<file path="src/rtl/rxf_pkg.sv">
package rxf_pkg;

    // Controller phase: collecting payload bytes, or storing the header.
    typedef enum logic {
        ST_RECV = 1'b0,
        ST_HDR  = 1'b1
    } rxf_state_e;

    localparam int unsigned BYTE_W = 8;

endpackage

</file>
<file path="src/rtl/rxf_packer.sv">
module rxf_packer #(
    parameter int unsigned WORD_BYTES = 4
) (
    input  logic                              clk,
    input  logic                              rst_n,
    input  logic                              take,
    input  logic [rxf_pkg::BYTE_W-1:0]        byte_in,
    input  logic                              last,
    output logic [rxf_pkg::BYTE_W*WORD_BYTES-1:0] word_out,
    output logic                              word_done
);
    localparam int unsigned WORD_W = rxf_pkg::BYTE_W * WORD_BYTES;
    localparam int unsigned LANE_W = (WORD_BYTES > 1) ? $clog2(WORD_BYTES) : 1;

    typedef struct packed {
        logic [WORD_W-1:0] acc;
        logic [LANE_W-1:0] lane;
    } pack_t;

    pack_t pk_d, pk_q;

    always_comb begin
        pk_d      = pk_q;
        word_out  = pk_q.acc | (WORD_W'(byte_in) << {pk_q.lane, 3'b000});
        word_done = take && (last || (pk_q.lane == LANE_W'(WORD_BYTES - 1)));
        if (take) begin
            if (word_done) begin
                pk_d = '0;
            end else begin
                pk_d.acc  = word_out;
                pk_d.lane = pk_q.lane + LANE_W'(1);
            end
        end
    end

    always_ff @(posedge clk or negedge rst_n) begin
        if (!rst_n) pk_q <= '0;
        else        pk_q <= pk_d;
    end

    // lanes at and above the next fill position hold zero, so a short
    // final word leaves the block zero padded.
    a_r3_upper_lanes_clear: assert property (@(posedge clk) disable iff (!rst_n)
        (pk_q.acc >> {pk_q.lane, 3'b000}) == '0);

endmodule

</file>
<file path="src/rtl/rxf_space.sv">
module rxf_space #(
    parameter int unsigned ADDR_W = 4
) (
    input  logic [ADDR_W-1:0] wptr,
    input  logic [ADDR_W-1:0] rptr,
    output logic [ADDR_W-1:0] free
);
    localparam int unsigned DEPTH = 1 << ADDR_W;

    logic [ADDR_W-1:0] used;

    // One slot always stays empty, so a full ring never looks like an empty one.
    always_comb begin
        used = wptr - rptr;
        free = ADDR_W'(DEPTH - 1) - used;
    end

endmodule

</file>
<file path="src/rtl/rxring_filler.sv">
module rxring_filler #(
    parameter int unsigned ADDR_W     = 4,
    parameter int unsigned LEN_W      = 16,
    parameter int unsigned WORD_BYTES = 4
) (
    input  logic                                  clk,
    input  logic                                  rst_n,
    input  logic                                  in_valid,
    output logic                                  in_ready,
    input  logic [7:0]                            in_data,
    input  logic                                  in_last,
    input  logic [ADDR_W-1:0]                     rd_ptr,
    output logic [ADDR_W-1:0]                     wr_ptr,
    output logic                                  mem_we,
    output logic [ADDR_W-1:0]                     mem_addr,
    output logic [rxf_pkg::BYTE_W*WORD_BYTES-1:0] mem_wdata,
    output logic                                  irq
);
    import rxf_pkg::*;

    localparam int unsigned WORD_W = BYTE_W * WORD_BYTES;
    localparam int unsigned CNT_W  = LEN_W;

    typedef struct packed {
        rxf_state_e        state;
        logic [ADDR_W-1:0] wptr;
        logic [CNT_W-1:0]  nbytes;
        logic [CNT_W-1:0]  nwords;
        logic [LEN_W-1:0]  hdr_len;
        logic              drop;
        logic              irq;
    } ctl_t;

    ctl_t ctl_d, ctl_q;

    logic              take;
    logic [WORD_W-1:0] pk_word;
    logic              pk_done;
    logic [ADDR_W-1:0] free_words;
    logic [CNT_W:0]    need;
    logic              fits;

    assign in_ready = (ctl_q.state == ST_RECV);
    assign take     = in_valid && in_ready;
    assign wr_ptr   = ctl_q.wptr;
    assign irq      = ctl_q.irq;

    rxf_packer #(.WORD_BYTES(WORD_BYTES)) u_pack (
        .clk      (clk),
        .rst_n    (rst_n),
        .take     (take),
        .byte_in  (in_data),
        .last     (in_last),
        .word_out (pk_word),
        .word_done(pk_done)
    );

    rxf_space #(.ADDR_W(ADDR_W)) u_space (
        .wptr(ctl_q.wptr),
        .rptr(rd_ptr),
        .free(free_words)
    );

    // Words needed so far: the words already stored, this one, and the header.
    always_comb begin
        need = {1'b0, ctl_q.nwords} + (CNT_W + 1)'(2);
        fits = !ctl_q.drop && (need <= (CNT_W + 1)'(free_words));
    end

    always_comb begin
        ctl_d     = ctl_q;
        ctl_d.irq = 1'b0;
        mem_we    = 1'b0;
        mem_addr  = ctl_q.wptr + ADDR_W'(1) + ADDR_W'(ctl_q.nwords);
        mem_wdata = pk_word;
        unique case (ctl_q.state)
            ST_RECV: begin
                if (take) begin
                    ctl_d.nbytes = ctl_q.nbytes + CNT_W'(1);
                    if (pk_done) begin
                        if (fits) begin
                            mem_we       = 1'b1;
                            ctl_d.nwords = ctl_q.nwords + CNT_W'(1);
                        end else begin
                            ctl_d.drop = 1'b1;
                        end
                    end
                    if (in_last) begin
                        ctl_d.nbytes = '0;
                        if (fits) begin
                            ctl_d.state   = ST_HDR;
                            ctl_d.hdr_len = LEN_W'(ctl_q.nbytes + CNT_W'(1));
                        end else begin
                            ctl_d.nwords = '0;
                            ctl_d.drop   = 1'b0;
                        end
                    end
                end
            end
            ST_HDR: begin
                mem_we       = 1'b1;
                mem_addr     = ctl_q.wptr;
                mem_wdata    = {{(WORD_W - LEN_W){1'b0}}, ctl_q.hdr_len};
                ctl_d.wptr   = ctl_q.wptr + ADDR_W'(ctl_q.nwords) + ADDR_W'(1);
                ctl_d.irq    = 1'b1;
                ctl_d.nwords = '0;
                ctl_d.state  = ST_RECV;
            end
            default: ctl_d.state = ST_RECV;
        endcase
    end

    always_ff @(posedge clk or negedge rst_n) begin
        if (!rst_n) ctl_q <= '0;
        else        ctl_q <= ctl_d;
    end

    logic [ADDR_W-1:0] wr_offset;
    assign wr_offset = mem_addr - wr_ptr;

    // the producer is held off only right after a kept message ends.
    a_r1_stall_after_last: assert property (@(posedge clk) disable iff (!rst_n)
        !in_ready |-> $past(in_valid && in_ready && in_last));
    a_r1_stall_one_cycle: assert property (@(posedge clk) disable iff (!rst_n)
        !in_ready |=> in_ready);

    // payload writes only happen on an accepted byte.
    a_r2_write_with_byte: assert property (@(posedge clk) disable iff (!rst_n)
        (mem_we && in_ready) |-> take);

    // the header goes to the committed pointer slot, upper half zero.
    a_r4_header_slot: assert property (@(posedge clk) disable iff (!rst_n)
        (mem_we && !in_ready) |-> (mem_addr == wr_ptr && mem_wdata[WORD_W-1:LEN_W] == '0));

    // the pointer moves only at the end of a header write.
    a_r5_move_after_header: assert property (@(posedge clk) disable iff (!rst_n)
        (wr_ptr != $past(wr_ptr)) |-> ($past(mem_we) && !$past(in_ready)));

    // the interrupt marks exactly the cycles that show a new pointer.
    a_r6_irq_on_move: assert property (@(posedge clk) disable iff (!rst_n)
        irq |-> (wr_ptr != $past(wr_ptr)));
    a_r6_move_raises_irq: assert property (@(posedge clk) disable iff (!rst_n)
        (wr_ptr != $past(wr_ptr)) |-> irq);
    a_r6_irq_single: assert property (@(posedge clk) disable iff (!rst_n)
        irq |=> !irq);

    // nothing is written outside the free region.
    a_r7_no_overflow: assert property (@(posedge clk) disable iff (!rst_n)
        mem_we |-> (wr_offset < free_words));

    // a dropped message never stalls the producer.
    a_r8_drop_keeps_ready: assert property (@(posedge clk) disable iff (!rst_n)
        (take && in_last && ctl_q.drop) |=> in_ready);

endmodule

</file>
<file path="config.mk">
export PLATFORM = sky130hd
export DESIGN_NAME = rxring_filler
export DESIGN_NICKNAME = d
export VERILOG_FILES = /design/src/rtl/rxf_pkg.sv /design/src/rtl/rxf_packer.sv /design/src/rtl/rxf_space.sv /design/src/rtl/rxring_filler.sv
export SDC_FILE = /design/constraint.sdc
export NUM_CORES = 1
export LEC_CHECK = 0
export CORE_ASPECT_RATIO = 1.4
export CORE_MARGIN = 5
export CORE_UTILIZATION = 71
export CTS_BUF_LIST = sky130_fd_sc_hd__clkbuf_8
export DETAILED_ROUTE_END_ITERATION = 12
export DONT_BUFFER_PORTS = 1
export GPL_ROUTABILITY_DRIVEN = 0
export PLACE_DENSITY_LB_ADDON = 0.12
export RECOVER_POWER = 25
export SYNTH_ARGS = -nofsm -noshare
export SYNTH_HDL_FRONTEND = slang
export SYNTH_SLANG_ARGS = --single-unit
</file>
<file path="constraint.sdc">
create_clock -name clk -period 8.45 [get_ports clk]
set_input_delay 1.69 -clock clk [delete_from_list [all_inputs] [get_ports clk]]
set_output_delay 1.69 -clock clk [all_outputs]
set_load 0.05 [all_outputs]
</file>
Word level (Yosys, flattened, before mapping)
Index checks and enable logic that the tools add are counted.

Bits in registers: 89. Input port bits: 16. Output and inout bits: 43. Word-level logic and storage cells: 53.

Add/subtract/negate cells: 10. Order comparisons: 1. Equal/unequal tests: 2. Shift-type cells: 1. Muxes and demuxes: 21. Bitwise logic cells: 2. Reduce and logical (&&, ||, !) cells: 7.

Operator list (number): 2-to-1 mux 16 bit (4); 2-to-1 mux 49 bit (1); 2-to-1 mux 34 bit (1); 2-to-1 mux 33 bit (1); adder 16 x 1 -> 16 bit, second input constant (2); 2-to-1 mux 32 bit (1); bitwise OR 32 bit (1); one-hot mux 16 bit (2 select lines) (1); left shift 8 x 5 -> 32 bit (1); adder 16 x 2 -> 17 bit, second input constant (1); <= comparator 17 x 4 -> 1 bit (1); 2-to-1 mux 1 bit (9); adder 4 x 1 -> 4 bit, second input constant (2); adder 4 bit (2); 2-to-1 mux 4 bit (1); one-hot mux 1 bit (2 select lines) (2); AND reduction 4 bit (1); subtractor 4 bit (1); subtractor 4 bit, first input constant (1); logical AND 1 bit (3); adder 2 x 1 -> 2 bit, second input constant (1); equality test 2 bit, second input constant (1); inequality test 2 x 1 -> 1 bit, second input constant (1); AND reduction 2 bit (1); other kinds (3) (3).

Logic depth before layout (Yosys ltp)
Gate-level depths: netlist of the first run.

Depth after elaboration: 10. Depth in mapped cells: 13. Gate-level depth less buffers: 12.

By module
Synthesis of the first run repeated with hierarchy kept, for this count alone.

Cells, all modules: 561. Area, all modules: 5507.8 µm².

Modules (own cells, without submodules): rxring_filler (instances 1, cells each 362, area an instance 3505.9 µm², seq. area each 1376.3 µm²); rxf_packer (instances 1, cells each 184, area an instance 1879.3 µm², seq. area each 850.8 µm²); rxf_space (instances 1, cells each 15, area an instance 122.6 µm², seq. area each 0.0 µm²).

Worst setup path after synthesis of the first run
No wires, ideal clock.

Kind: input to output. Start: in rd_ptr[0]. End: out mem_we. Data arrival time: 4.401 ns. Required time: 6.760 ns. Setup slack: 2.359 ns. Cell stages on the path: 12. Buffers on the path: 1. Cell sequence: ha_1 -> fa_1 -> inv_1 -> ha_1 -> nor2b_1 -> o21a_1 -> o21a_1 -> o21a_1 -> or3_4 -> buf_2 -> nor3_1 -> or2_2.

Word-level cells in the longest chain between the ends: 8.

Ends and longest elaborated chain: start, declared (line rxring_filler.sv:12) `input logic [ADDR_W-1:0] rd_ptr,`; subtractor 4 bit (line rxf_space.sv:14) `used = wptr - rptr;`; subtractor 4 bit (line rxf_space.sv:15) `free = ADDR_W'(DEPTH - 1) - used;`; <= comparator 17 x 4 -> 1 bit (line rxring_filler.sv:67) `fits = !ctl_q.drop && (need <= (CNT_W + 1)'(free_words));`; logical AND 1 bit (line rxring_filler.sv:67); 2-to-1 mux 1 bit (line rxring_filler.sv:81) `if (fits) begin`; 2-to-1 mux 1 bit (line rxring_filler.sv:80) `if (pk_done) begin`; 2-to-1 mux 1 bit (line rxring_filler.sv:78) `if (take) begin`; one-hot mux 1 bit (2 select lines) (line rxring_filler.sv:76) `unique case (ctl_q.state)`; end, declared (line rxring_filler.sv:14) `output logic mem_we,`.

Every way passes these cells.

Final worst setup path of the first run
Same ends and word-level chain as after synthesis.

==> results of run 1 <==
==> registers in the layout, indices dropped and copies added, names as in the netlist <==
name,cells
ctl_q,50
u_pack.pk_q,34
wr_ptr,4
irq,1
==> placed cells by master (no fill, tap or decap), drive strengths merged, types with 12 or more instances in the layout <==
master / n
a21oi: 42
a31oi: 36
dfrtp: 89
ha: 14
inv: 19
mux2: 17
nand2: 44
nand3: 12
nor2: 71
nor3: 15
o21ai: 35
xor2: 14
==> cell families after synthesis <==
| family | Yosys count | synth area share [%] |
|---|---|---|
| xor+xnor | 24 | 4.24 |
| fa+ha+maj | 16 | 4.34 |
| compound gates | 148 | 18.3 |
| buf+inv | 63 | 5.63 |
| simple gates | 173 | 16.1 |
| mux | 27 | 6.49 |
| flops | 89 | 44.9 |
==> worst paths after layout <==
kind / start / endpoint / cells past startpoint
setup reg to reg: wr_ptr[0] / ctl_q[17] / 12
hold / removal: u_pack.pk_q[26] / u_pack.pk_q[26] / 2
min in group asynchronous: rst_n / ctl_q[18] / 0
max in group asynchronous: rst_n / u_pack.pk_q[0] / 0
setup / recovery: rd_ptr[0] / mem_we / 11
hold reg to reg: u_pack.pk_q[26] / u_pack.pk_q[26] / 2
==> worst min-delay path: cells and delay by family, from the launching register on <==
kind	cells	cell delay (ps)
AOI/OAI and AO/OA	1	40
DFF	1	350
and+or+nand+nor	1	70
==> per-layer routing <==
metal | part of all wire [%] | track usage [%] | vias up
met5 | 0 | 0 | -
met4 | 1.8 | 9.42 | 0
met3 | 7.2 | 5.62 | 21
met2 | 52 | 46.2 | 110
met1 | 39 | 34.4 | 1860
li1 | - | - | 1831
==> metrics by stage <==
step	hold WS, ps	total power, mW	std cells	setup slack (ps)
floorplan	400	1.59	540	2360
global placement	477	1.68	591	2390
detailed placement	484	1.72	591	2320
CTS	502	2.03	607	2310
global route	520	2.15	607	2190
finish	500	2.02	607	2310
==> layout make-up <==
| cell class | instances | area (sq um) | share of cell area (%) |
|---|---|---|---|
| inverters | 16 | 60.1 | 1.18 |
| clock buffers | 9 | 124 | 2.43 |
| repair buffers | 3 | 22.5 | 0.442 |
| well taps | 95 | 119 | 2.34 |
| clock inverters | 7 | 80.1 | 1.57 |
| multi-input cells | 388 | 2460 | 48.3 |
| flip-flops and latches | 89 | 2230 | 43.8 |
==> power by group through the flow <==
stage               Clock [mW]  Sequential (mW)  Combinational (mW)
finish                   0.306            0.645                1.07
global route             0.330            0.659                1.16
CTS                      0.312            0.643                1.07
detailed placement           0            0.651                1.07
global placement             0            0.646                1.03
floorplan                    0            0.590               0.998
==> results.cfg, run 1 <==
[run_status]
status = finished clean

[route]
vias_per_cell = 6.30
drt-initial-drc-count = 212
drc = 0
wl_per_cell_um = 18.0
drt_pass1_iterations = 6
vias = 3822
totalWireLength_um = 10900
ant_nets = 0

[setup_path]
critPathKind = in2out
path_buf_inv = 1
worstPathArrival_ps = 4450
slowest_delay_ps = 480
cp_common_cell = o21a_1
worstPathCellList = ha_1 > fa_1 > inv_1 > ha_1 > nor2b_1 > o21a_1 > o21a_1 > o21a_1 > or3_4 > nor3_1 > or2_2
startpoint_type = primary input
crit_fanout = 12
endpoint_kind = output pin
rrSetupSlack_ps = 4060
critical_path.top_delay_family = simple AND/OR/NAND/NOR gates
crit_slowest_cell = fa_1
worst_ep_required_time_ps = 6760

[synthesis]
synth_top_area_share_pct = 44.9
yosysTopAreaCell = dfrtp_1
synth_cell_type_count = 56
yosysWarnings = 0
syn_nets = 572
synthTopCellsByArea = dfrtp_1, nor2_1, a31oi_1
synthCells = 540
synthArstFlopShare_pct = 100
synth_seq_cells = 89
synth_area_sq_um = 4960
syn_area_per_cell_sq_um = 9.18
synth_edf_count = 0
yosys-top-cells-count = dfrtp_1, nor2_1, nand2_1
synth_most_common_cell = dfrtp_1
yosysSeqAreaShare_pct = 44.9
synth_flop_cell = dfrtp_1

[placed_design]
place_area_sq_um = 4890
dp_hpwl_um = 7490
portBuffers = 0

[sta]
timing.final.crit_period_ps = 6140
tns_ps = 0
fin_skew_ps = 13.6
fmax_ghz = 0.163
hold_viol_final = 0
setup_viol = 0
fin_crit_sh_pct = 72.7
worst_slew_pin_slew_ps = 1120
drv_slew = 0
max_slew_margin_pct = 23.2
rsz0062_at_grt = no

[layout]
drive_above_1_share_pct = 8.20
num_antenna_cells = 0
fillers = 519
nets = 539
syn_to_final_growth_pct = 2.70
design_area_sq_um = 5090
utilization_pct = 73.9

[pwr]
p_leak_nw = 2.34
intPower_mw = 0.963
comb_power_share_pct = 52.9
power.density_nw_per_um2 = 397
p_sw_share_pct = 52.3
ir_drop_uv = 273
p_seq_share_pct = 31.9
clockPowerShare_pct = 15.1
p_sw_mw = 1.06

[hold_path]
hp-class = reg2reg

[clock_tree]
clk-insertion-delay-late_ps = 360
post_cts_buffers = 0
cts_inserted_buffers = 9
cts_buffer_depth = 2
ctsResizeCount = 0
clock-root-buffer = clkbuf_8
cts_sinks = 89
htree_num_levels = 3
holdBufCountCts = 0
path_clk_slew_ps = 80
cts_tree = built

[floorplan]
start_util_pct = 71.9
num_rows = 36
die_h_um = 109
die_x_um = 80.6
die-area_sq_um = 8770
ios = 59
core-area_sq_um = 6890

[flow_run]
drv_cap = 0

[global_routing]
grt_pass1_vias = 3870
antenna_found_initial = 0
grt_pass1_wl_um = 18500
grt_max_degree = 90
overflow = 0
grt_use_total_pct = 27.2
Power figures use the tool's default switching activity.
==> run 2, diff against run 1 <==
- CORE_UTILIZATION: 71 -> 66
- clock period: 8.45 -> 6.4 ns (I/O delays scaled with it)
==> run 2 against run 1 <==
Clock power increased by 21%. Register-to-register slack got worse by 2000 ps. Combinational power grew 31%. Wire length down 2.1%. Via count shrank 0.86%. Flip-flop and latch count stayed put. Global-route usage fell by 2.8 points.
==> results.cfg, run 2 (same netlist as run 1, synthesis figures left out) <==
[layout]
largest_register = ctl_q
final_common_cell = dfrtp_1
largest_register_ffs = 50
fillers = 583
num_antenna_cells = 0
nets = 539
syn_to_final_growth_pct = 2.52
drive_above_1_share_pct = 8.79
utilization_pct = 69.0
layout_common_cells = dfrtp_1, nor2_1, nand2_1

[sta]
hold_viol_final = 0
max_slew_margin_pct = 21.6
fmax_ghz = 0.188
fin_hold_ws_ps = 500
tns_ps = 0
fin_crit_sh_pct = 83.1
fin_skew_ps = 15.2
setup_viol = 0
timing.final.crit_period_ps = 5320
drv_slew = 0
fin_ws_ps = 1080
worst_slew_pin_slew_ps = 1180
rsz0062_at_grt = no

[floorplan]
die-area_sq_um = 9370
start_util_pct = 67.3
die_h_um = 113
ios = 59
num_rows = 37
die_x_um = 83.2
core-area_sq_um = 7360

[global_routing]
overflow = 0
antenna_found_initial = 0
grt_use_total_pct = 24.3
grt_max_degree = 90
grt_pass1_wl_um = 18400
grt_pass1_vias = 3812

[route]
vias = 3789
wl_per_cell_um = 17.6
vias_per_cell = 6.22
drt-initial-drc-count = 260
drc = 0
ant_nets = 0
drt_pass1_iterations = 5
totalWireLength_um = 10700

[clock_tree]
cts_buffer_depth = 2
htree_num_levels = 3
clk-insertion-delay-late_ps = 360
path_clk_slew_ps = 80
post_cts_buffers = 0
clock-root-buffer = clkbuf_8
cts_inserted_buffers = 9
ctsResizeCount = 0
cts_tree = built
cts_sinks = 89
holdBufCountCts = 0

[setup_path]
endpoint_kind = output pin
startpoint_type = primary input
rrSetupSlack_ps = 2100
r2r-end = ctl_q[17]
startpoint = rd_ptr[0]
critPathKind = in2out
timing.rr.start = wr_ptr[0]
worst_ep_required_time_ps = 5120
r2r_cells = 12
crit_fanout = 12
worstPathArrival_ps = 4040

[hold_path]
hp-start = u_pack.pk_q[12]
hp-class = reg2reg
hold_path_end = u_pack.pk_q[12]
holdPathStages = 2

[pwr]
p_sw_mw = 1.39
ir_drop_uv = 392
p_sw_share_pct = 53.1
power.density_nw_per_um2 = 515
p_leak_nw = 2.32
intPower_mw = 1.23
comb_power_share_pct = 53.5
finalPower_mw = 2.62
clockPowerShare_pct = 14.1
p_seq_share_pct = 32.4

[run_status]
status = finished clean

[placed_design]
dp_hpwl_um = 7390
pre_cts_slack_ps = 1090
portBuffers = 0

[flow_run]
drv_cap = 0
## run 2: changes by cell type in the layout (fill, tap and decap cells not counted)
cell / change
inv_1: -3
clkinvlp_4: +2
clkinv_4: +1
clkinv_2: -1
bufinv_16: -2
clkbuf_8: +3
## run 2: through the flow
stage / cells / cell area [sq um]
floorplan: 540 / 4960
global placement: 593 / 4890
detailed placement: 593 / 4890
CTS: 609 / 5080
global route: 609 / 5080
finish: 609 / 5080
## run 2: critical path: stages
cell     delay [ps]
ha_1            200
fa_1            480
inv_1            40
ha_1            270
nor2b_1         130
o21a_1          160
o21a_1          170
o21a_1          180
or3_4           450
nor3_1          330
or2_2           340
## run 2: worst max path at each step
stage | end | slack (ps)
floorplan | mem_we | 1130
global placement | mem_we | 1150
detailed placement | mem_we | 1090
CTS | mem_we | 1090
global route | mem_we | 940
finish | mem_we | 1080
## run 2: layout make-up
cell class / count / area, sq um / area share (%)
inverter: 16 / 60.1 / 1.18
timing repair buffer: 3 / 22.5 / 0.443
multi-input combinational: 388 / 2460 / 48.3
tap: 97 / 121 / 2.39
sequential: 89 / 2230 / 43.9
clock buffer: 12 / 165 / 3.25
clock inverter: 4 / 27.5 / 0.542
## run 2: routing by layer
layer	share of wire (%)	global-route usage (%)	vias up
met3	7.1	6.53	18
met5	0	0	-
met4	2.1	9.49	0
met1	39	30.5	1838
met2	52	40.2	107
li1	-	-	1826
## run 2: power by group through the flow
stage	Combinational [mW]	Sequential [mW]	Clock, mW
final	1.40	0.848	0.369
after global routing	1.52	0.870	0.410
after CTS	1.40	0.847	0.382
after detailed placement	1.40	0.859	0
after global placement	1.36	0.854	0
after floorplan	1.32	0.779	0
==> run 3, diff against run 2 <==
- clock period: 6.4 -> 5.3 ns (I/O delays scaled with it)
==> run 3 against run 2 <==
Clock power grew 38%. Combinational power increased by 21%. Final cell count grew 0.33%. Count of clock-buffer cells in the layout fell by 2. Flip-flop and latch count stayed put. Critical path depth did not move. Worst hold slack got worse by 110 ps. Register-to-register slack lost 650 ps.
==> results.cfg, run 3 (same netlist as run 1, synthesis figures left out) <==
[run_status]
status = finished clean

[floorplan]
ios = 59
die_h_um = 113
start_util_pct = 67.3
die-area_sq_um = 9370
num_rows = 37
die_x_um = 83.2
core-area_sq_um = 7360

[setup_path]
worst_ep_required_time_ps = 4240
critPathKind = reg2out
endpoint_kind = output pin
crit_slowest_cell = dfrtp_1
cp_common_cell = o21a_1
r2r_cells = 12
worstPathCellList = inv_1 > fa_1 > inv_1 > ha_1 > nor2b_1 > o21a_1 > o21a_1 > o21a_1 > or3_4 > nor3_1 > or2_2
crit_fanout = 12
startpoint_type = flop
slowest_delay_ps = 740
worstPathArrival_ps = 3870

[route]
drc = 0
drt_pass1_iterations = 4
wl_per_cell_um = 17.8
vias = 3792
drt-initial-drc-count = 308
vias_per_cell = 6.21
totalWireLength_um = 10900
ant_nets = 0

[clock_tree]
path_clk_slew_ps = 90
cts_tree = built
cts_sinks = 89
clock-root-buffer = clkbuf_8
holdBufCountCts = 0
post_cts_buffers = 0
cts_inserted_buffers = 9
ctsResizeCount = 0
clk-insertion-delay-late_ps = 360
cts_buffer_depth = 2
htree_num_levels = 3

[sta]
worst_slew_pin_slew_ps = 1080
fin_ws_ps = 368
fin_crit_sh_pct = 93.1
timing.final.crit_period_ps = 4930
hold_viol_final = 0
rsz0062_at_grt = no
max_slew_margin_pct = 26.3
fin_skew_ps = 16.2
tns_ps = 0
fmax_ghz = 0.203
setup_viol = 0
drv_slew = 0

[layout]
drive_above_1_share_pct = 9.14
largest_register = ctl_q
syn_to_final_growth_pct = 3.38
layout_common_cells = dfrtp_1, nor2_1, nand2_1
num_antenna_cells = 0
largest_register_ffs = 50
utilization_pct = 69.6
final_common_cell = dfrtp_1
nets = 541

[pwr]
ir_drop_uv = 474
p_leak_nw = 2.35
power.density_nw_per_um2 = 631

[placed_design]
dp_hpwl_um = 7390
pre_cts_slack_ps = 438
portBuffers = 0

[hold_path]
hp-class = in2async

[global_routing]
grt_pass1_vias = 3765
grt_max_degree = 90
overflow = 0
grt_use_total_pct = 24.2
antenna_found_initial = 0
grt_pass1_wl_um = 18400

[flow_run]
drv_cap = 0
run 3: stage by stage:
step	hold slack (ps)	instance area, sq um	power, mW	std cells
final	390	5120	3.23	611
after CTS	373	5120	3.25	611
after global placement	476	4900	2.69	595
after detailed placement	483	4900	2.74	595
after floorplan	400	4960	2.53	540
after global routing	368	5120	3.44	611
run 3: layout make-up:
cell class	instances	area (sq um)
Clock buffer	10	138
Clock inverter	6	82.6
Fill cell	584	2240
Inverter	16	60.1
Multi-Input combinational cell	388	2460
Sequential cell	89	2230
Tap cell	97	121
Timing Repair Buffer	5	37.5
run 3: metal layers:
metal / up-vias / share of wire [%] / GRT usage [%]
met5: - / 0 / 0
met4: 0 / 1.3 / 9.27
met3: 12 / 6.1 / 5.43
met2: 92 / 52 / 40.4
met1: 1850 / 40 / 30.5
li1: 1838 / - / -
run 3: worst paths after layout:
path                       slack (ps)            start         endpoint
max                               370        wr_ptr[1]           mem_we
min reg2reg                       500  u_pack.pk_q[10]  u_pack.pk_q[10]
max reg2reg                      1450        wr_ptr[1]         ctl_q[8]
min                               390            rst_n        ctl_q[26]
max in group asynchronous        4790            rst_n  u_pack.pk_q[16]
min in group clk                  500  u_pack.pk_q[10]  u_pack.pk_q[10]
run 3: worst max-delay path, delay by kind of cell, from the launching register on:
| family | cells | cell delay, ps |
|---|---|---|
| AOI/OAI and AO/OA | 3 | 500 |
| adders and majority gates | 2 | 810 |
| buffers and inverters | 2 | 230 |
| DFF | 1 | 740 |
| and+or+nand+nor | 4 | 1250 |
run 3: where the power goes:
part / switching, mW / total [mW] / internal (mW)
Combinational: 1.24 / 1.69 / 0.447
Clock: 0.234 / 0.510 / 0.276
Sequential: 0.202 / 1.04 / 0.834
